`config.mk`:
```
export PLATFORM = sky130hd
export DESIGN_NAME = cmd_chan_engine
export DESIGN_NICKNAME = d
export VERILOG_FILES = /design/src/rtl/cmd_chan_pkg.sv /design/src/rtl/cmd_owner_check.sv /design/src/rtl/cmd_byte_mask.sv /design/src/rtl/cmd_chan_regs.sv /design/src/rtl/cmd_chan_seq.sv /design/src/rtl/cmd_chan_engine.sv
export SDC_FILE = /design/constraint.sdc
export NUM_CORES = 1
export LEC_CHECK = 0
export ABC_AREA = 1
export BUFFER_PORTS_ARGS = -buffer_cell sky130_fd_sc_hd__buf_2
export CAP_MARGIN = 20
export CORE_UTILIZATION = 53
export DETAILED_ROUTE_END_ITERATION = 8
export PLACE_DENSITY_LB_ADDON = 0.1
export SLEW_MARGIN = 20
export SYNTH_ARGS = -nofsm -noshare
export SYNTH_HDL_FRONTEND = slang
export SYNTH_SLANG_ARGS = --single-unit
```
`constraint.sdc`:
```
create_clock -name clk -period 7.68 [get_ports clk]
set_clock_uncertainty 0.15 [all_clocks]
set_input_delay 1.536 -clock clk [delete_from_list [all_inputs] [get_ports clk]]
set_output_delay 1.536 -clock clk [all_outputs]
set_load 0.01 [all_outputs]
```
`src/rtl/cmd_chan_pkg.sv`:
```
package cmd_chan_pkg;

  localparam int OPC_W  = 5;
  localparam int SID_W  = 4;
  localparam int ADR_W  = 16;
  localparam int BC_W   = 3;
  localparam int NBYTES = 8;
  localparam int OWN_W  = 3;
  localparam int STS_W  = 4;
  localparam int WORD_W = 32;

  // bit positions inside the command word
  localparam int OPC_LSB = 27;
  localparam int SID_LSB = 20;
  localparam int ADR_LSB = 4;
  localparam int BC_LSB  = 0;

  // status bit indices
  localparam int ST_DONE = 0;
  localparam int ST_FAIL = 1;
  localparam int ST_DENY = 2;
  localparam int ST_DROP = 3;

  // register byte offsets
  localparam logic [4:0] OFS_CMD = 5'h00;
  localparam logic [4:0] OFS_CFG = 5'h04;
  localparam logic [4:0] OFS_STS = 5'h08;
  localparam logic [4:0] OFS_WD0 = 5'h10;
  localparam logic [4:0] OFS_WD1 = 5'h14;
  localparam logic [4:0] OFS_RD0 = 5'h18;
  localparam logic [4:0] OFS_RD1 = 5'h1C;

  typedef enum logic [OPC_W-1:0] {
    OP_XL_WR = 5'd0,
    OP_XL_RD = 5'd1,
    OP_X_WR  = 5'd2,
    OP_RST   = 5'd3,
    OP_SLP   = 5'd4,
    OP_SHDN  = 5'd5,
    OP_WAKE  = 5'd6,
    OP_AUTH  = 5'd7,
    OP_M_RD  = 5'd8,
    OP_M_WR  = 5'd9,
    OP_X_RD  = 5'd13,
    OP_WR    = 5'd14,
    OP_RD    = 5'd15,
    OP_ZWR   = 5'd16
  } opc_e;

  typedef struct packed {
    logic [OPC_W-1:0] opc;
    logic [SID_W-1:0] sid;
    logic [ADR_W-1:0] adr;
    logic [BC_W-1:0]  bc;
  } cmd_t;

  typedef enum logic {S_IDLE = 1'b0, S_BUSY = 1'b1} st_e;

  function automatic cmd_t unpack_cmd(input logic [WORD_W-1:0] w);
    cmd_t c;
    c.opc = w[OPC_LSB +: OPC_W];
    c.sid = w[SID_LSB +: SID_W];
    c.adr = w[ADR_LSB +: ADR_W];
    c.bc  = w[BC_LSB  +: BC_W];
    return c;
  endfunction

  function automatic logic is_read_op(input logic [OPC_W-1:0] op);
    return (op == OP_XL_RD) || (op == OP_M_RD) ||
           (op == OP_X_RD)  || (op == OP_RD);
  endfunction

endpackage

```
`src/rtl/cmd_owner_check.sv`:
```
module cmd_owner_check #(
  parameter int NUM_PERIPH = 16,
  parameter int OWN_W      = 3,
  parameter int PER_W      = 8
) (
  input  logic [PER_W-1:0]            periph,
  input  logic [OWN_W-1:0]            ee,
  input  logic [NUM_PERIPH*OWN_W-1:0] owner_map,
  output logic                        granted
);

  logic [NUM_PERIPH-1:0] hit;

  // one comparator per table entry; an index past the table never hits
  generate
    for (genvar i = 0; i < NUM_PERIPH; i++) begin : g_ent
      assign hit[i] = (periph == PER_W'(i)) &&
                      (owner_map[i*OWN_W +: OWN_W] == ee);
    end
  endgenerate

  assign granted = |hit;

endmodule

```
`src/rtl/cmd_byte_mask.sv`:
```
module cmd_byte_mask #(
  parameter int NBYTES = 8,
  parameter int BC_W   = 3
) (
  input  logic [BC_W-1:0]     last,
  input  logic [8*NBYTES-1:0] din,
  output logic [8*NBYTES-1:0] dout
);

  // byte lane i passes only when i <= last (count minus one)
  generate
    for (genvar i = 0; i < NBYTES; i++) begin : g_lane
      assign dout[8*i +: 8] = (i <= int'(last)) ? din[8*i +: 8] : 8'h00;
    end
  endgenerate

endmodule

```
`src/rtl/cmd_chan_regs.sv`:
```
module cmd_chan_regs
  import cmd_chan_pkg::*;
#(
  parameter int CSR_AW = 5
) (
  input  logic                clk,
  input  logic                rst_n,
  input  logic                csr_wr,
  input  logic [CSR_AW-1:0]   csr_addr,
  input  logic [WORD_W-1:0]   csr_wdata,
  output logic [WORD_W-1:0]   csr_rdata,
  input  logic                busy,
  input  logic                cmd_accept,
  input  logic                rd_load,
  input  logic [8*NBYTES-1:0] rd_word,
  input  logic [STS_W-1:0]    sts,
  output logic                cmd_wr,
  output logic [WORD_W-1:0]   cmd_word,
  output logic [OWN_W-1:0]    ee,
  output logic [8*NBYTES-1:0] wr_word
);

  localparam int HALF = 4 * NBYTES;

  logic [WORD_W-1:0] cmd_q, wd0_q, wd1_q, rd0_q, rd1_q;
  logic [OWN_W-1:0]  cfg_q;
  logic              cfg_en, wd0_en, wd1_en;

  // write decode; data words are locked while a transaction runs
  always_comb begin
    cmd_wr = csr_wr && (csr_addr == CSR_AW'(OFS_CMD));
    cfg_en = csr_wr && (csr_addr == CSR_AW'(OFS_CFG));
    wd0_en = csr_wr && (csr_addr == CSR_AW'(OFS_WD0)) && !busy;
    wd1_en = csr_wr && (csr_addr == CSR_AW'(OFS_WD1)) && !busy;
  end

  always_ff @(posedge clk or negedge rst_n) begin
    if (!rst_n) begin
      cmd_q <= '0;
      cfg_q <= '0;
      wd0_q <= '0;
      wd1_q <= '0;
      rd0_q <= '0;
      rd1_q <= '0;
    end else begin
      if (cmd_accept) cmd_q <= csr_wdata;
      if (cfg_en)     cfg_q <= csr_wdata[OWN_W-1:0];
      if (wd0_en)     wd0_q <= csr_wdata;
      if (wd1_en)     wd1_q <= csr_wdata;
      if (rd_load) begin
        rd0_q <= rd_word[HALF-1:0];
        rd1_q <= rd_word[2*HALF-1:HALF];
      end
    end
  end

  always_comb begin
    case (csr_addr)
      CSR_AW'(OFS_CMD): csr_rdata = cmd_q;
      CSR_AW'(OFS_CFG): csr_rdata = WORD_W'(cfg_q);
      CSR_AW'(OFS_STS): csr_rdata = WORD_W'(sts);
      CSR_AW'(OFS_WD0): csr_rdata = wd0_q;
      CSR_AW'(OFS_WD1): csr_rdata = wd1_q;
      CSR_AW'(OFS_RD0): csr_rdata = rd0_q;
      CSR_AW'(OFS_RD1): csr_rdata = rd1_q;
      default:          csr_rdata = '0;
    endcase
  end

  assign cmd_word = cmd_q;
  assign ee       = cfg_q;
  assign wr_word  = {wd1_q, wd0_q};

endmodule

```
`src/rtl/cmd_chan_seq.sv`:
```
module cmd_chan_seq
  import cmd_chan_pkg::*;
(
  input  logic             clk,
  input  logic             rst_n,
  input  logic             cmd_wr,
  input  logic             granted,
  input  logic             cur_is_read,
  input  logic             be_ack,
  input  logic             be_nack,
  output logic             busy,
  output logic             cmd_accept,
  output logic             rd_load,
  output logic [STS_W-1:0] sts
);

  st_e              state_q, state_d;
  logic [STS_W-1:0] sts_q, sts_d;
  logic             drop_q, drop_d, drop_now;

  always_comb begin
    state_d    = state_q;
    sts_d      = sts_q;
    drop_d     = drop_q;
    drop_now   = drop_q;
    cmd_accept = 1'b0;
    rd_load    = 1'b0;
    case (state_q)
      S_IDLE: begin
        if (cmd_wr) begin
          cmd_accept = 1'b1;
          drop_d     = 1'b0;
          sts_d      = '0;
          if (granted) begin
            state_d = S_BUSY;
          end else begin
            sts_d[ST_DONE] = 1'b1;
            sts_d[ST_DENY] = 1'b1;
          end
        end
      end
      S_BUSY: begin
        drop_now = drop_q | cmd_wr;
        drop_d   = drop_now;
        if (be_nack) begin
          state_d        = S_IDLE;
          drop_d         = 1'b0;
          sts_d          = '0;
          sts_d[ST_DONE] = 1'b1;
          sts_d[ST_FAIL] = 1'b1;
          sts_d[ST_DROP] = drop_now;
        end else if (be_ack) begin
          state_d        = S_IDLE;
          drop_d         = 1'b0;
          sts_d          = '0;
          sts_d[ST_DONE] = 1'b1;
          sts_d[ST_DROP] = drop_now;
          rd_load        = cur_is_read;
        end
      end
      default: state_d = S_IDLE;
    endcase
  end

  always_ff @(posedge clk or negedge rst_n) begin
    if (!rst_n) begin
      state_q <= S_IDLE;
      sts_q   <= '0;
      drop_q  <= 1'b0;
    end else begin
      state_q <= state_d;
      sts_q   <= sts_d;
      drop_q  <= drop_d;
    end
  end

  assign busy = (state_q == S_BUSY);
  assign sts  = sts_q;

endmodule

```
`src/rtl/cmd_chan_engine.sv`:
```
module cmd_chan_engine
  import cmd_chan_pkg::*;
#(
  parameter int NUM_PERIPH = 16,
  parameter int CSR_AW     = 5
) (
  input  logic                        clk,
  input  logic                        rst_n,
  input  logic                        csr_wr,
  input  logic [CSR_AW-1:0]           csr_addr,
  input  logic [WORD_W-1:0]           csr_wdata,
  output logic [WORD_W-1:0]           csr_rdata,
  input  logic [NUM_PERIPH*OWN_W-1:0] owner_map,
  output logic                        be_req,
  output logic [OPC_W-1:0]            be_opcode,
  output logic [SID_W-1:0]            be_sid,
  output logic [ADR_W-1:0]            be_addr,
  output logic [BC_W-1:0]             be_bcnt,
  output logic [8*NBYTES-1:0]         be_wdata,
  input  logic                        be_ack,
  input  logic                        be_nack,
  input  logic [8*NBYTES-1:0]         be_rdata
);

  localparam int PER_W   = 8;
  localparam int PER_LSB = ADR_LSB + ADR_W - PER_W;

  logic [1:0]          rst_pipe;
  logic                rst_sync_n;
  logic                cmd_wr, cmd_accept, busy, rd_load, granted;
  logic [STS_W-1:0]    sts_w;
  logic [WORD_W-1:0]   cmd_word;
  logic [OWN_W-1:0]    ee;
  logic [8*NBYTES-1:0] wr_word, rd_word;
  cmd_t                cur;

  // asynchronous assertion, synchronous release
  always_ff @(posedge clk or negedge rst_n) begin
    if (!rst_n) rst_pipe <= '0;
    else        rst_pipe <= {rst_pipe[0], 1'b1};
  end
  assign rst_sync_n = rst_pipe[1];

  cmd_chan_regs #(.CSR_AW(CSR_AW)) u_regs (
    .clk        (clk),
    .rst_n      (rst_sync_n),
    .csr_wr     (csr_wr),
    .csr_addr   (csr_addr),
    .csr_wdata  (csr_wdata),
    .csr_rdata  (csr_rdata),
    .busy       (busy),
    .cmd_accept (cmd_accept),
    .rd_load    (rd_load),
    .rd_word    (rd_word),
    .sts        (sts_w),
    .cmd_wr     (cmd_wr),
    .cmd_word   (cmd_word),
    .ee         (ee),
    .wr_word    (wr_word)
  );

  // ownership is judged on the incoming command word's peripheral field
  cmd_owner_check #(.NUM_PERIPH(NUM_PERIPH), .OWN_W(OWN_W), .PER_W(PER_W)) u_own (
    .periph    (csr_wdata[PER_LSB +: PER_W]),
    .ee        (ee),
    .owner_map (owner_map),
    .granted   (granted)
  );

  assign cur = unpack_cmd(cmd_word);

  cmd_chan_seq u_seq (
    .clk         (clk),
    .rst_n       (rst_sync_n),
    .cmd_wr      (cmd_wr),
    .granted     (granted),
    .cur_is_read (is_read_op(cur.opc)),
    .be_ack      (be_ack),
    .be_nack     (be_nack),
    .busy        (busy),
    .cmd_accept  (cmd_accept),
    .rd_load     (rd_load),
    .sts         (sts_w)
  );

  cmd_byte_mask #(.NBYTES(NBYTES), .BC_W(BC_W)) u_wmask (
    .last (cur.bc),
    .din  (wr_word),
    .dout (be_wdata)
  );

  cmd_byte_mask #(.NBYTES(NBYTES), .BC_W(BC_W)) u_rmask (
    .last (cur.bc),
    .din  (be_rdata),
    .dout (rd_word)
  );

  assign be_req    = busy;
  assign be_opcode = cur.opc;
  assign be_sid    = cur.sid;
  assign be_addr   = cur.adr;
  assign be_bcnt   = cur.bc;

endmodule

```
==> results.md <==
Status:
- The flow ran to the end, and the final reports show no timing, DRC or antenna violations.

STA:
- The final sum of negative setup slack is 0 ps.
- The number of failing setup endpoints in the final timing report is 0.
- Setup repair after global routing left no endpoint under its margin.
- The part of the cycle the worst path needs is between 60% and 70%.
- The top achievable clock speed is roughly 0.2 GHz.
- For the pin with the worst max-slew slack, the measured transition is ~1100 ps.
- The final critical path time including I/O delays and setup is just over 5000 ps.
- Measured against its own limit, the worst slew margin works out to 29.61%.
- The count of pins over their slew limit is 0.
- The final count of hold timing violations is 0.

Logic synthesis:
- The number of distinct library cells after synthesis is 28.
- After technology mapping, the gate count stands at approximately 1300.
- The Yosys step of the flow raised 0 warnings.
- Synthesis inferred ~170 register bits.
- The post-synthesis cell area is 0.009241 mm².
- The number of nets in the synthesized netlist is 1420.
- The sequential fraction of the synthesis area is 46.30%.
- The average cell area after synthesis is 7.300 µm².

Clock tree:
- Counting the buffers created by CTS gives 17.
- The TritonCTS clock tree is yes.
- CTS placed an instance of clkbuf_16 at the clock tree root.
- CTS built an H-tree with a depth of 4.
- Clock tree synthesis found a total of 171 sinks.
- Clock-pin slew was measured on the worst setup and hold paths at roughly 70 ps.
- The deepest clock path buffer count is 2.
- For the worst-skew pair, the clock arrives at the later sink with an insertion delay of about 420 ps.
- Hold repair after CTS inserted 0 buffers.
- Post-CTS timing repair inserted 0 buffers for setup.
- The number of gates resized after CTS was 0.

Layout:
- The area used by sequential logic in the layout is ~0.0043 mm².
- The area growth from synthesis to layout is 18.63%.
- Cells fill 65.18% of the core in the end.
- In the final layout, the multi-input gates occupy between 0.003 and 0.004 mm².
- The fraction of final layout cells sized beyond drive strength 1 is 22.39%.
- The count of filler cells inserted in the layout is approximately 1600.
- The final layout net count is between 1500 and 2000.

Hold path:
- The path class of the tightest hold or removal check is reg2reg.

Floorplanning:
- The boundary pin count is approximately 280.
- The die covers between 0.015 and 0.02 mm².
- The starting utilization of the core area is around 55%.
- The floorplan step set the die width to between 100 and 150 µm.
- The floorplan has 47 rows.
- Measured along the y axis, the die boundary spans 134.0 µm.
- The region available for standard cell placement spans about 0.017 mm².

Power and ir drop:
- The overall power consumption is 2.449 mW.
- Combinational cells account for roughly a fifth of the total power.
- The share of total power dissipated in the clock network is around 34%.
- The power per cell area is 223.4 mW/mm².
- The leakage power summed over all cells is 6.214 nW.
- The internal portion of the total power is approximately 1.6 mW.
- Net switching is between 30% and 40% of the power.
- For this design the total switching power over the nets is ~0.8 mW.
- In this run, flip-flops and latches consume between 40% and 50% of the power.
- The largest vdd supply drop is about 0.00018 V.

GRT:
- The first-pass GRT wire length is around 44000 µm.
- Global routing consumed, over all layers together, 32.14% of the routing resources.
- After global routing, the most crowded layer is met1.
- In the global route stage, met2 resource usage came out at 46.20%.
- The total overflow left after global routing is 0.
- The number of global-route vias before repair came to ~8000.
- The met1 track demand over resource is 47.54%.
- Entering global routing, the biggest net connects around 130 pins.
- The met3 routing resource usage after global routing is under 10%.
- The number of antenna violations at the first check in global routing is 3.

Place:
- The half-perimeter wire length of the detailed placement result is around 21000 µm.
- The congestion estimate from routability-driven global placement came to approximately 0.95.
- The port buffer count is approximately 280.

Routing:
- After detailed routing, the number of vias per cell comes to around 5.3.
- The post-detailed-routing wire length is approximately 29000 µm.
- In the final routed layout, each cell accounts on average for between 15 and 20 µm.
- The first detailed-routing pass took 6 iterations.
- The DRC marker count from the first detailed-route iteration is ~850.
- Detailed routing inserted a total of 9004 vias.
- In the routed design, unresolved DRC markers number 0.
- Once detail routing completed, the nets flagged for antenna violations numbered 0.

Critical path:
- The worst setup path is launched from an input port.
- Of all nets on the critical path, the largest fanout is 20.
- The worst setup path is of the in2out kind.
- The worst path required time is 5990 ps.
- The sort of element at the end of the critical path is an output port.
- The worst endpoint data arrival time is approximately 3400 ps.

Run:
- Max-cap violations in this run came to 0.
-- cells by family (layout without fill, tap and decap cells) --
logic type | count (synthesis) | in the layout | synth area share (%)
flops | 171 | 171 | 46.30
simple gates | 510 | 510 | 22.22
compound gates | 266 | 266 | 16.10
buf+inv | 318 | 539 | 15.34
other cells | 1 | 2 | 0.04058
-- stage by stage --
stage	instance area, µm²	std cells	setup slack, ps	hold WS, ps
2_1_floorplan	9241	1266	2412	181.2
3_3_place_gp	10390	1676	2749	184.9
3_5_place_dp	10390	1676	2687	184.7
4_1_cts	10950	1707	2661	199.5
5_1_grt	10960	1708	2542	207.5
6_report	10960	1708	2641	198.2
-- synthesized netlist by cell type --
| cell | instances | area [µm²] |
|---|---|---|
| buf_2 | 24 | 120.1 |
| buf_1 | 3 | 11.26 |
| a221oi_1 | 7 | 61.31 |
| nor2_4 | 6 | 67.56 |
| nor2_2 | 1 | 6.260 |
| clkbuf_1 | 20 | 75.07 |
| o211ai_1 | 9 | 67.56 |
| buf_6 | 4 | 45.04 |
| inv_2 | 3 | 11.26 |
| inv_1 | 220 | 825.8 |
| nor4_1 | 1 | 6.260 |
| dfrtp_1 | 171 | 4279 |
| buf_4 | 43 | 322.8 |
| o22ai_1 | 35 | 219.0 |
| nor2_1 | 119 | 446.7 |
| conb_1 | 1 | 3.750 |
| nand2_1 | 317 | 1190 |
| a22oi_1 | 1 | 7.510 |
| a21oi_1 | 28 | 140.1 |
| nand4_1 | 2 | 12.51 |
| nand2_2 | 3 | 18.77 |
| o21ai_1 | 34 | 170.2 |
| nand3_1 | 61 | 305.3 |
| o21ai_2 | 1 | 8.760 |
| o221ai_1 | 15 | 131.4 |
| a31oi_1 | 1 | 6.260 |
| o21ai_0 | 135 | 675.7 |
| inv_4 | 1 | 6.260 |
-- area by class of cell --
type / instances / share of cell area, %
Sequential cell: 171 / 39.07
Clock buffer: 18 / 3.915
Tap cell: 220 / 2.511
Inverter: 224 / 7.692
Timing Repair Buffer: 284 / 13.10
Clock inverter: 13 / 1.221
Antenna cell: 1 / 0.02283
Multi-Input combinational cell: 777 / 32.47
-- worst paths after layout --
check	slack (ps)	to	cells past startpoint	start
setup / recovery	2640	csr_rdata[31]	8	csr_addr[1]
hold / removal	200	rst_pipe[1]$_DFF_PN0_	0	rst_pipe[0]$_DFF_PN0_
setup reg to reg	5180	u_seq.sts[2]$_DFFE_PN0P_	11	u_regs.ee[1]$_DFFE_PN0P_
hold reg to reg	200	rst_pipe[1]$_DFF_PN0_	0	rst_pipe[0]$_DFF_PN0_
max in group asynchronous	5860	u_regs.rd1_q[8]$_DFFE_PN0P_	1	rst_pipe[1]$_DFF_PN0_
min in group asynchronous	220	u_seq.sts[2]$_DFFE_PN0P_	0	rst_pipe[1]$_DFF_PN0_
-- sequential cells by signal, summed over array words and instances, names as in the netlist --
name             flops
u_seq.sts            4
u_regs.rd0_q        32
u_regs.wd1_q        32
u_seq.drop_q         1
u_regs.ee            3
u_regs.rd1_q        32
u_regs.wd0_q        32
rst_pipe             2
u_regs.cmd_word     32
u_seq.busy           1
-- layer usage --
metal | vias up | wire, µm
li1 | 4362 | -
met1 | 4141 | 12860
met2 | 448 | 12450
met3 | 49 | 2840
met4 | 4 | 625
met5 | - | 21
-- cells in the final DEF (no fill, tap or decap), types with 7 or more instances in the layout --
cell type and instances:
a21oi_1 28, a221oi_1 7, buf_2 278, clkbuf_16 17, dfrtp_1 170, inv_1 219, nand2_1 316, nand3_1 61
nor2_1 118, o211ai_1 9, o21ai_0 135, o21ai_1 34, o221ai_1 15, o22ai_1 35
-- power by group through the flow --
stage                     combinational (mW)  clock [mW]  sequential (mW)
after floorplan                        0.366           0             1.09
after global placement                 0.487           0             1.13
after detailed placement               0.497           0             1.13
after CTS                              0.500       0.840             1.12
after global routing                   0.556       0.877             1.13
final                                  0.498       0.831             1.12
-- critical path: stages --
cell and delay (ps):
buf_2 110, nor2_4 150, nand4_1 550, buf_4 460, o22ai_1 170, a21oi_1 70, o221ai_1 120, buf_2 180
No activity file was read; power rests on OpenSTA's default activity.
